### config.mk
export PLATFORM = sky130hd
export DESIGN_NAME = dchan_arbiter
export DESIGN_NICKNAME = d
export VERILOG_FILES = /design/src/rtl/dchan_arbiter_pkg.sv /design/src/rtl/dchan_arbiter_ctrl.sv /design/src/rtl/dchan_arbiter_dp.sv /design/src/rtl/dchan_arbiter.sv
export SDC_FILE = /design/constraint.sdc
export NUM_CORES = 1
export LEC_CHECK = 0
export BUFFER_PORTS_ARGS = -buffer_cell sky130_fd_sc_hd__buf_2
export CORE_MARGIN = 5
export CORE_UTILIZATION = 45
export CTS_BUF_LIST = sky130_fd_sc_hd__clkbuf_4
export DETAILED_ROUTE_END_ITERATION = 10
export PLACE_DENSITY = 0.65
export SYNTH_ARGS = -nofsm -noshare
export SYNTH_HDL_FRONTEND = slang
export SYNTH_SLANG_ARGS = --single-unit
### constraint.sdc
create_clock -name clk -period 3.1 [get_ports clk]
set_clock_uncertainty 0.2 [all_clocks]
set_input_delay 0.62 -clock clk [delete_from_list [all_inputs] [get_ports clk]]
set_output_delay 0.62 -clock clk [all_outputs]
set_load 0.005 [all_outputs]
### src/rtl/dchan_arbiter_pkg.sv
package dchan_arbiter_pkg;

  typedef enum logic [2:0] {
    ST_SUSP    = 3'd0,
    ST_FULL    = 3'd1,
    ST_EXPECT  = 3'd2,
    ST_RECV    = 3'd3,
    ST_LIMITED = 3'd4
  } arbState_t;

  // strobes from control to datapath
  typedef struct packed {
    logic scanOn;    // gather candidates this frame
    logic useSlave;  // AND exclusion mask into monitor set
    logic takeSel;   // latch candidate as granted channel, load watchdog
    logic copyMask;  // refill exclusion mask from enables
    logic clearSel;  // drop granted channel from exclusion mask
    logic countOn;   // watchdog and ones counter active
    logic grantOn;   // receive strobe may be driven
  } ctrlStrobe_t;

  // flags from datapath to control
  typedef struct packed {
    logic selReady;
    logic onesHit;
    logic underflow;
    logic liveEmpty;
  } dpFlag_t;

endpackage

### src/rtl/dchan_arbiter_ctrl.sv
module dchan_arbiter_ctrl
  import dchan_arbiter_pkg::*;
(
  input  logic        clk,
  input  logic        rstN,
  input  logic        clockModeOk,
  input  logic        rxReset,
  input  logic        frameDetect,
  input  logic        endOfFrame,
  input  dpFlag_t     flags,
  output ctrlStrobe_t strobes,
  output arbState_t   state,
  output logic        irq,
  output logic        intFlag
);

  arbState_t   nextState;
  ctrlStrobe_t s;
  logic        irqNext;

  always_comb begin
    nextState  = state;
    s          = '0;
    irqNext    = 1'b0;
    s.scanOn   = (state == ST_FULL) || (state == ST_LIMITED);
    s.useSlave = (state == ST_LIMITED);
    s.countOn  = (state == ST_EXPECT);
    s.grantOn  = (state == ST_EXPECT) || (state == ST_RECV);
    if (!clockModeOk) begin
      nextState = ST_SUSP;
    end else if (rxReset) begin
      nextState = ST_FULL;
    end else begin
      unique case (state)
        ST_FULL: begin
          if (flags.selReady) begin
            nextState  = ST_EXPECT;
            s.takeSel  = 1'b1;
            s.copyMask = 1'b1;
          end
        end
        ST_EXPECT: begin
          if (flags.underflow) begin
            nextState = ST_SUSP;
            irqNext   = 1'b1;
          end else if (frameDetect) begin
            nextState = ST_RECV;
          end else if (flags.onesHit) begin
            nextState  = ST_LIMITED;
            s.clearSel = 1'b1;
          end
        end
        ST_RECV: begin
          if (endOfFrame) begin
            nextState  = ST_LIMITED;
            s.clearSel = 1'b1;
          end
        end
        ST_LIMITED: begin
          if (flags.selReady) begin
            nextState = ST_EXPECT;
            s.takeSel = 1'b1;
          end else if (flags.liveEmpty) begin
            nextState = ST_FULL;
          end
        end
        default: nextState = ST_SUSP;
      endcase
    end
  end

  assign strobes = s;

  always_ff @(posedge clk or negedge rstN) begin
    if (!rstN) begin
      state   <= ST_SUSP;
      irq     <= 1'b0;
      intFlag <= 1'b0;
    end else begin
      state <= nextState;
      irq   <= irqNext;
      if (irqNext)
        intFlag <= 1'b1;
      else if (rxReset && clockModeOk)
        intFlag <= 1'b0;
    end
  end

endmodule

### src/rtl/dchan_arbiter_dp.sv
module dchan_arbiter_dp
  import dchan_arbiter_pkg::*;
#(
  parameter int NUM_CHAN        = 32,
  parameter int PORT_W          = 3,
  parameter int CNT_W           = 8,
  parameter int FRAMES_PER_BYTE = 4,
  parameter int ONES_LIMIT      = 7,
  localparam int CHAN_W = $clog2(NUM_CHAN),
  localparam int FRM_W  = (FRAMES_PER_BYTE > 1) ? $clog2(FRAMES_PER_BYTE) : 1,
  localparam int ONES_W = $clog2(ONES_LIMIT + 1)
)(
  input  logic                clk,
  input  logic                rstN,
  input  ctrlStrobe_t         strobes,
  input  logic                slotValid,
  input  logic [CHAN_W-1:0]   slotChan,
  input  logic [PORT_W-1:0]   slotPort,
  input  logic                dBit,
  input  logic                frameTick,
  input  logic [NUM_CHAN-1:0] chanEnable,
  input  logic [CNT_W-1:0]    suspendCount,
  output dpFlag_t             flags,
  output logic [CHAN_W-1:0]   selChan,
  output logic [PORT_W-1:0]   selPort,
  output logic                rxStrobe
);

  localparam logic [FRM_W-1:0]  FRM_LAST = FRM_W'(FRAMES_PER_BYTE - 1);
  localparam logic [ONES_W-1:0] ONES_PRE = ONES_W'(ONES_LIMIT - 1);

  logic                candValid;
  logic [CHAN_W-1:0]   candChan;
  logic [PORT_W-1:0]   candPort;
  logic [NUM_CHAN-1:0] slaveMask;
  logic [NUM_CHAN-1:0] monMask;
  logic [CNT_W-1:0]    suspCnt;
  logic [FRM_W-1:0]    frameCnt;
  logic [ONES_W-1:0]   onesCnt;
  logic                zeroHit;
  logic                selSlot;
  logic                byteDone;

  assign monMask  = strobes.useSlave ? (slaveMask & chanEnable) : chanEnable;
  assign zeroHit  = strobes.scanOn && slotValid && !dBit && monMask[slotChan];
  assign selSlot  = slotValid && (slotChan == selChan);
  assign byteDone = frameTick && (frameCnt == FRM_LAST);

  assign flags.selReady  = strobes.scanOn && frameTick && candValid;
  assign flags.onesHit   = strobes.countOn && selSlot && dBit && (onesCnt == ONES_PRE);
  assign flags.underflow = strobes.countOn && byteDone && (suspCnt == '0);
  assign flags.liveEmpty = ((slaveMask & chanEnable) == '0);

  assign rxStrobe = strobes.grantOn && selSlot;

  // lowest-numbered zero within the current bus frame
  always_ff @(posedge clk or negedge rstN) begin
    if (!rstN) begin
      candValid <= 1'b0;
      candChan  <= '0;
      candPort  <= '0;
    end else if (!strobes.scanOn || frameTick) begin
      candValid <= 1'b0;
    end else if (zeroHit && (!candValid || (slotChan < candChan))) begin
      candValid <= 1'b1;
      candChan  <= slotChan;
      candPort  <= slotPort;
    end
  end

  always_ff @(posedge clk or negedge rstN) begin
    if (!rstN) begin
      selChan <= '0;
      selPort <= '0;
    end else if (strobes.takeSel) begin
      selChan <= candChan;
      selPort <= candPort;
    end
  end

  always_ff @(posedge clk or negedge rstN) begin
    if (!rstN) begin
      slaveMask <= '0;
    end else if (strobes.copyMask) begin
      slaveMask <= chanEnable;
    end else if (strobes.clearSel) begin
      slaveMask[selChan] <= 1'b0;
    end
  end

  // byte-counted suspend watchdog
  always_ff @(posedge clk or negedge rstN) begin
    if (!rstN) begin
      suspCnt  <= '0;
      frameCnt <= '0;
    end else if (strobes.takeSel) begin
      suspCnt  <= suspendCount;
      frameCnt <= '0;
    end else if (strobes.countOn && frameTick) begin
      frameCnt <= byteDone ? '0 : frameCnt + 1'b1;
      if (byteDone && (suspCnt != '0))
        suspCnt <= suspCnt - 1'b1;
    end
  end

  // consecutive ones on the granted channel
  always_ff @(posedge clk or negedge rstN) begin
    if (!rstN) begin
      onesCnt <= '0;
    end else if (strobes.takeSel) begin
      onesCnt <= '0;
    end else if (strobes.countOn && selSlot) begin
      onesCnt <= dBit ? onesCnt + 1'b1 : '0;
    end
  end

endmodule

### src/rtl/dchan_arbiter.sv
module dchan_arbiter
  import dchan_arbiter_pkg::*;
#(
  parameter int NUM_CHAN        = 32,
  parameter int PORT_W          = 3,
  parameter int CNT_W           = 8,
  parameter int FRAMES_PER_BYTE = 4,
  parameter int ONES_LIMIT      = 7,
  localparam int CHAN_W = $clog2(NUM_CHAN)
)(
  input  logic                clk,
  input  logic                rstN,
  input  logic                clockModeOk,
  input  logic                rxReset,
  input  logic                frameDetect,
  input  logic                endOfFrame,
  input  logic                slotValid,
  input  logic [CHAN_W-1:0]   slotChan,
  input  logic [PORT_W-1:0]   slotPort,
  input  logic                dBit,
  input  logic                frameTick,
  input  logic [NUM_CHAN-1:0] chanEnable,
  input  logic [CNT_W-1:0]    suspendCount,
  output logic                rxStrobe,
  output logic [CHAN_W-1:0]   statChan,
  output logic [PORT_W-1:0]   statPort,
  output logic [2:0]          statState,
  output logic                intFlag,
  output logic                irq
);

  ctrlStrobe_t strobes;
  dpFlag_t     flags;
  arbState_t   state;

  dchan_arbiter_ctrl u_ctrl (
    .clk         (clk),
    .rstN        (rstN),
    .clockModeOk (clockModeOk),
    .rxReset     (rxReset),
    .frameDetect (frameDetect),
    .endOfFrame  (endOfFrame),
    .flags       (flags),
    .strobes     (strobes),
    .state       (state),
    .irq         (irq),
    .intFlag     (intFlag)
  );

  dchan_arbiter_dp #(
    .NUM_CHAN        (NUM_CHAN),
    .PORT_W          (PORT_W),
    .CNT_W           (CNT_W),
    .FRAMES_PER_BYTE (FRAMES_PER_BYTE),
    .ONES_LIMIT      (ONES_LIMIT)
  ) u_dp (
    .clk          (clk),
    .rstN         (rstN),
    .strobes      (strobes),
    .slotValid    (slotValid),
    .slotChan     (slotChan),
    .slotPort     (slotPort),
    .dBit         (dBit),
    .frameTick    (frameTick),
    .chanEnable   (chanEnable),
    .suspendCount (suspendCount),
    .flags        (flags),
    .selChan      (statChan),
    .selPort      (statPort),
    .rxStrobe     (rxStrobe)
  );

  assign statState = state;

endmodule

* Yosys cells after proc, flatten, opt, wreduce, memory -nomap -nowiden
Cells that the tools add are included.
** Storage, ports and cells
- Register bits after elaboration :: 67
- Bits of input ports :: 57
- Output and inout port bits :: 14
** Operators by class
- $add $sub $neg :: 3
- Order comparisons :: 4
- Eq/ne operators :: 11
- Muxes and demuxes :: 45
- Bitwise operators :: 4
- Reduce and logical (&&, ||, !) cells :: 37
** Operators with widths (number)
- $mux 32 :: 3
- $and 32x32->32 :: 2
- $mux 3 :: 14
- $logic_not 32->1 :: 1
- $not 32->32 :: 1
- $mux 8 :: 3
- $logic_and 1x1->1 :: 18
- $mux 1 :: 16
- $lt 5x6->1 const B :: 2
- $pmux 3 s4 :: 1
- $reduce_bool 2->1 :: 6
- $logic_not 8->1 :: 1
- $mux 2 :: 4
- $ne 4x4->1 const B :: 2
- $reduce_bool 8->1 :: 1
- $sub 8x1->8 const B :: 1
- $eq 3x2->1 const B :: 2
- $eq 3x3->1 const B :: 2
- $ne 6x6->1 const B :: 1
- $bmux 1 s5 :: 1
- $demux 1 s5 :: 1
- $eq 5x5->1 :: 1
- $ge 5x1->1 const B :: 1
- $lt 5x5->1 :: 1
- 11 further kinds :: 18

* Depth between registers and ports, before layout
- Depth in word-level cells :: 13
- Depth in mapped cells :: 11
- Mapped depth without buffers :: 9

* Hierarchy
Synthesis repeated with hierarchy kept, for this count alone.
** Unflattened totals
- Cells, all modules :: 473
- Area, all modules :: 4210.3 um2
** Modules (own cells, without submodules)
- dchan_arbiter_dp :: instances 1, cells each 425, area an instance 3762.4 um2, sequential area each 1551.5 um2
- dchan_arbiter_ctrl :: instances 1, cells each 48, area an instance 447.9 um2, sequential area each 125.1 um2

* Least setup slack after synthesis
OpenSTA, ideal clock, no wires.
- Path kind :: input -> register
- Start :: input port slotChan[0]
- End :: register u_dp.candChan[0]
- Library setup time :: 0.125 ns
- Data arrival time :: 2.242 ns
- Required time :: 2.775 ns
- Slack :: 0.533 ns
- Stages on the path :: 9
- Path through :: buf_6 buf_12 o221ai_1 o22ai_1 or4_1 o31a_1 o21a_1 buf_6 mux2_4
** On the way
- Longest elaborated chain between the ends :: 5
** RTL lines
- start: declaration :: RTL line dchan_arbiter.sv:18 : input logic [CHAN_W-1:0] slotChan,
- $bmux 1 s5 :: RTL line dchan_arbiter_dp.sv:45 : assign zeroHit = strobes.scanOn && slotValid && !dBit && monMask[slotChan];
- $mux 1 (implied by the code) :: RTL line dchan_arbiter_dp.sv:45
- $logic_and 1x1->1 :: RTL line dchan_arbiter_dp.sv:45
- $logic_and 1x1->1 :: RTL line dchan_arbiter_dp.sv:64 : end else if (zeroHit && (!candValid || (slotChan < candChan))) begin
- $reduce_and 2->1 (no source line)
- end signal: assignment :: RTL line dchan_arbiter_dp.sv:66 : candChan <= slotChan;
- end: declaration :: RTL line dchan_arbiter_dp.sv:33 : logic [CHAN_W-1:0] candChan;
Several ways; a longest one is shown, not always the timed one. The select of a mux whose other input is x is not followed.
A chain may end at the register's enable or synchronous reset.

* Worst setup path after layout
- Start :: register u_ctrl.state[1]
- End :: register u_dp.candChan[0]
** On the way
- Longest elaborated chain between the ends :: 7
** RTL lines
- start: declaration :: RTL line dchan_arbiter_ctrl.sv:12 : output arbState_t state,
- start signal: assignment :: RTL line dchan_arbiter_ctrl.sv:80 : state <= nextState;
- $eq 3x3->1 / $eq 3x1->1 (equally long branches) :: RTL line dchan_arbiter_ctrl.sv:25, dchan_arbiter_ctrl.sv:26
- $mux 32 / $logic_or 1x1->1 (equally long branches) :: RTL line dchan_arbiter_dp.sv:44, dchan_arbiter_ctrl.sv:25
- $bmux 1 s5 / $logic_and 1x1->1 (equally long branches) :: RTL line dchan_arbiter_dp.sv:45
- $mux 1 (implied by the code) / $logic_and 1x1->1 (equally long branches) :: RTL line dchan_arbiter_dp.sv:45
- $logic_and 1x1->1 :: RTL line dchan_arbiter_dp.sv:45
- $logic_and 1x1->1 :: RTL line dchan_arbiter_dp.sv:64
- $reduce_and 2->1 (no source line) *
Mark *: on every way between the ends. The rest lies on a longest branch, timed or not. The select of a mux whose other input is x is not followed.

==> PnR_summary.wiki <==
{| class="wikitable"
! Metric !! Value
|-
| Post-synthesis async set-or-reset flop share || 100%
|-
| Worst-path cell with the longest stage delay || sky130_fd_sc_hd__or4_1
|-
| Seq cells post-synth || 67
|-
| Required time of the worst setup path || 3.21 ns
|-
| Number of filler cells placed in the layout || 874
|-
| Clock tree root buffer cell || sky130_fd_sc_hd__clkbuf_4
|-
| Critical setup path kind || reg2reg
|-
| Top routing layer in use || met4
|-
| Tightest slew margin relative to the limit || 40.1%
|-
| Average vias per placed instance || 5.81
|-
| Unique masters post-synth || 53
|-
| Gp weighted congestion || 0.898
|-
| Total number of yosys warnings || 0
|-
| Post-DR wirelength/cell || 18.2 um
|-
| Detail Route met3 WL || 776 um
|-
| R2R setup slack || 0.31 ns
|-
| Core utilization of the finished layout || 53.1%
|-
| Final hold viol count || 0
|-
| Leak || 2.21 nW
|-
| Nature of the critical path endpoint || flop
|-
| Kind of cell adding the most delay to the critical path || compound AO/OA/AOI/OAI gates
|-
| DP Wirelength || 8710 um
|-
| Post-cts gate resize count || 0
|-
| Worst skew pair latency || 0.42 ns
|-
| Worst-path maximum fanout || 18
|-
| Number of global-route vias before repair || 3,645
|-
| Iter 0 DRT Violations || 304
|-
| Vertical die dimension || 108 um
|-
| GRT Overall Usage || 20.9%
|-
| Number of pins exceeding their max-slew limit in the final report || 0
|-
| Layout area overhead || 14.0%
|-
| Gate Count Post-Synth || 447
|-
| Leftover overflow at the end of global routing || 0
|-
| Initial cell density of the core || 46.6%
|-
| Number of nets in the layout || 578
|-
| Count of flip-flops with a built-in enable after synthesis || 0
|-
| Worst VDD drop || 0.185 mV
|-
| Placed insts || 631
|-
| Synth Cell Area || 4350 um2
|-
| Clock tree from TritonCTS || done
|-
| TritonCTS buffer count || 9
|-
| Synth Net Count || 512
|-
| Setup total negative slack || 0 ns
|-
| Flip-flop cell with the highest count after synthesis || sky130_fd_sc_hd__dfrtp_1
|-
| Final total power || 1.95 mW
|-
| First-pass GRT wire length || 19,000 um
|-
| Final worst-path cycle share || 89.9%
|-
| Sequential-to-total area share from yosys stat || 38.6%
|-
| # Max-Cap Violations || 0
|-
| Deepest level of the CTS H-tree || 3
|-
| Worst-case hold slack || 0.0730 ns
|-
| Area inside the core boundary || 9330 um2
|-
| Post-synth top area cell || sky130_fd_sc_hd__dfrtp_1
|-
| Drt pass-1 iters || 6
|-
| Outcome || finished clean
|-
| Arrival time of data at the critical path endpoint || 2.90 ns
|-
| Setup bufs post-CTS || 0
|-
| Maximum number of pins on one net before global-route repair || 37
|-
| Deepest clock path buffer count || 2
|-
| Clock transition at path regs || 0.11 ns
|-
| Kind of launch point of the worst setup path || flop
|-
| Wire length the detailed router placed on met1 || 5670 um
|-
| Die Width || 108 um
|-
| Share of final-layout standard cells stronger than drive strength 1 || 24.8%
|-
| Detail Route met2 WL || 5170 um
|-
| Number of nets still failing antenna checks after routing || 0
|-
| Buffers and inverters on the worst path || 2
|-
| Post-route DRC violation count || 0
|-
| Synth top area cells || sky130_fd_sc_hd__dfrtp_1 (39%), sky130_fd_sc_hd__mux2i_1 (10%), sky130_fd_sc_hd__a31oi_1 (4.6%)
|-
| Placement Rows || 35
|-
| Setup repair after global routing missed its margin || false
|-
| Final-report setup violation count || 0
|-
| Cell with the most instances on the worst path || sky130_fd_sc_hd__buf_4
|-
| Proportion of netlist area held by the largest area contributor || 38.6%
|-
| Worst hold path class || in2async
|-
| Quantity of I/O buffers inserted on ports || 70
|-
| Initial antenna violation count || 0
|-
| Worst slew pin tran || 0.897 ns
|-
| Die Footprint || 11,700 um2
|-
| Number of primary I/O pins || 71
|-
| Post-layout instance count excluding filler cells || 646
|-
| Peak per-stage delay on the critical path || 0.41 ns
|-
| Number of buffers inserted for hold repair after clock tree synthesis || 0
|-
| Chain of cells forming the critical path || buf_4 -> nor3b_2 -> buf_4 -> o221ai_1 -> o22ai_1 -> or4_1 -> o31a_1 -> o21a_1 -> mux2_4
|-
| Highest attainable clock frequency || 359 MHz
|-
| Total wire length || 11,800 um
|-
| Antenna diodes || 0
|-
| Shortest period the worst path allows || 2.79 ns
|-
| Average cell area after synthesis || 9.73 um2
|-
| Total number of vias || 3,751
|-
| Power Density || 393 nW/um2
|-
| Number of sinks driven by the clock tree || 67
|}
## cell families after synthesis
group	Yosys count	share of synthesized area (%)
adder cells (fa/ha/maj)	8	2.30
AO/OA/AOI/OAI	100	15.8
XOR/XNOR	14	2.82
flip-flops	67	38.6
AND/OR/NAND/NOR	149	19.4
multiplexers	60	14.8
buffers and inverters	49	6.33
## flip-flops by register name, indices dropped and copies added (netlist names), 2 cells and up
| name | flops |
|---|---|
| u_dp.onesCnt | 3 |
| u_dp.suspCnt | 8 |
| u_dp.candPort | 3 |
| u_dp.frameCnt | 2 |
| u_dp.candChan | 5 |
| u_ctrl.state | 3 |
| u_dp.selPort | 3 |
| u_dp.selChan | 5 |
| u_dp.slaveMask | 32 |
## final timing paths
kind / from / to / depth (start not counted)
worst max register to register: u_ctrl.state[1] / u_dp.candChan[0] / 9
worst min register to register: u_dp.selPort[0] / u_dp.selPort[0] / 1
max in group asynchronous: rstN / u_dp.candChan[0] / 2
min in group clk: rxReset / u_ctrl.intFlag / 2
worst min-delay path: rstN / u_ctrl.state[0] / 1
worst max-delay path: u_ctrl.state[1] / u_dp.candChan[0] / 9
## cell usage after synthesis, drive strengths merged (3+ instances only)
| cell type | instances |
|---|---|
| a22oi | 10 |
| nand3 | 15 |
| ha | 8 |
| a31oi | 33 |
| mux2i | 44 |
| o21ai | 15 |
| nor2 | 28 |
| mux2 | 16 |
| o32ai | 6 |
| nand2b | 7 |
| buf | 29 |
| nor4 | 8 |
| nand2 | 44 |
| nor3 | 3 |
| xor2 | 4 |
| nor2b | 3 |
| clkbuf | 3 |
| dfrtp | 67 |
| nand4 | 7 |
| a21oi | 12 |
| xnor2 | 10 |
| inv | 17 |
| o32a | 3 |
| o22ai | 3 |
| nand3b | 5 |
| nor4b | 16 |
| nor3b | 5 |
| o221ai | 5 |
| o31a | 3 |
## worst register-to-register path: cells and delay by family, from the launching register on
| family | cells | cell delay (ns) |
|---|---|---|
| flops | 1 | 0.36 |
| buf+inv | 2 | 0.42 |
| compound gates | 4 | 0.85 |
| simple gates | 2 | 0.49 |
| mux | 1 | 0.36 |
## layer usage
metal	global-route usage (%)	vias to the layer above
met2	30.2	127
met1	30.9	1811
met5	0	-
met4	6.13	0
met3	4.84	15
li1	-	1798
## area by class of cell
type / instances / area, um2 / share of cell area, %
inverter: 17 / 63.8 / 1.29
timing repair buffer: 87 / 515 / 10.4
multi-input combinational: 331 / 2410 / 48.7
tap: 129 / 161 / 3.26
sequential: 67 / 1680 / 33.8
clock inverter: 4 / 42.5 / 0.858
clock buffer: 11 / 82.6 / 1.67
## where the power goes
group          switching, mW  internal [mW]
Clock                  0.320          0.254
Sequential            0.0504          0.937
Combinational          0.210          0.175
Total                  0.581           1.37
## stage by stage
stage | cell area (um2) | setup slack (ns)
after floorplan | 4350 | 0.533
after global placement | 4830 | 0.0333
after detailed placement | 4830 | 0.0244
after CTS | 4960 | 0.306
after global routing | 4960 | 0.156
final | 4960 | 0.313
## layout by cell type, fill, tap and decap left out, types with 4 or more instances in the layout
cell / count
sky130_fd_sc_hd__nor4b_1: 13
sky130_fd_sc_hd__nand2_1: 44
sky130_fd_sc_hd__nand3_1: 15
sky130_fd_sc_hd__nand4_1: 7
sky130_fd_sc_hd__a21oi_1: 10
sky130_fd_sc_hd__o221ai_1: 5
sky130_fd_sc_hd__a31oi_1: 32
sky130_fd_sc_hd__mux2i_1: 44
sky130_fd_sc_hd__buf_2: 70
sky130_fd_sc_hd__nand3b_1: 5
sky130_fd_sc_hd__xor2_1: 4
sky130_fd_sc_hd__nor3b_1: 4
sky130_fd_sc_hd__nand2b_1: 7
sky130_fd_sc_hd__mux2_2: 10
sky130_fd_sc_hd__a22oi_1: 10
sky130_fd_sc_hd__nor4_1: 5
sky130_fd_sc_hd__buf_4: 14
sky130_fd_sc_hd__ha_1: 8
sky130_fd_sc_hd__mux2_4: 6
sky130_fd_sc_hd__o32ai_1: 6
sky130_fd_sc_hd__o21ai_0: 14
sky130_fd_sc_hd__inv_1: 17
sky130_fd_sc_hd__xnor2_1: 10
sky130_fd_sc_hd__clkbuf_4: 11
sky130_fd_sc_hd__dfrtp_1: 67
sky130_fd_sc_hd__nor2_1: 28
Power figures use the tool's default switching activity.
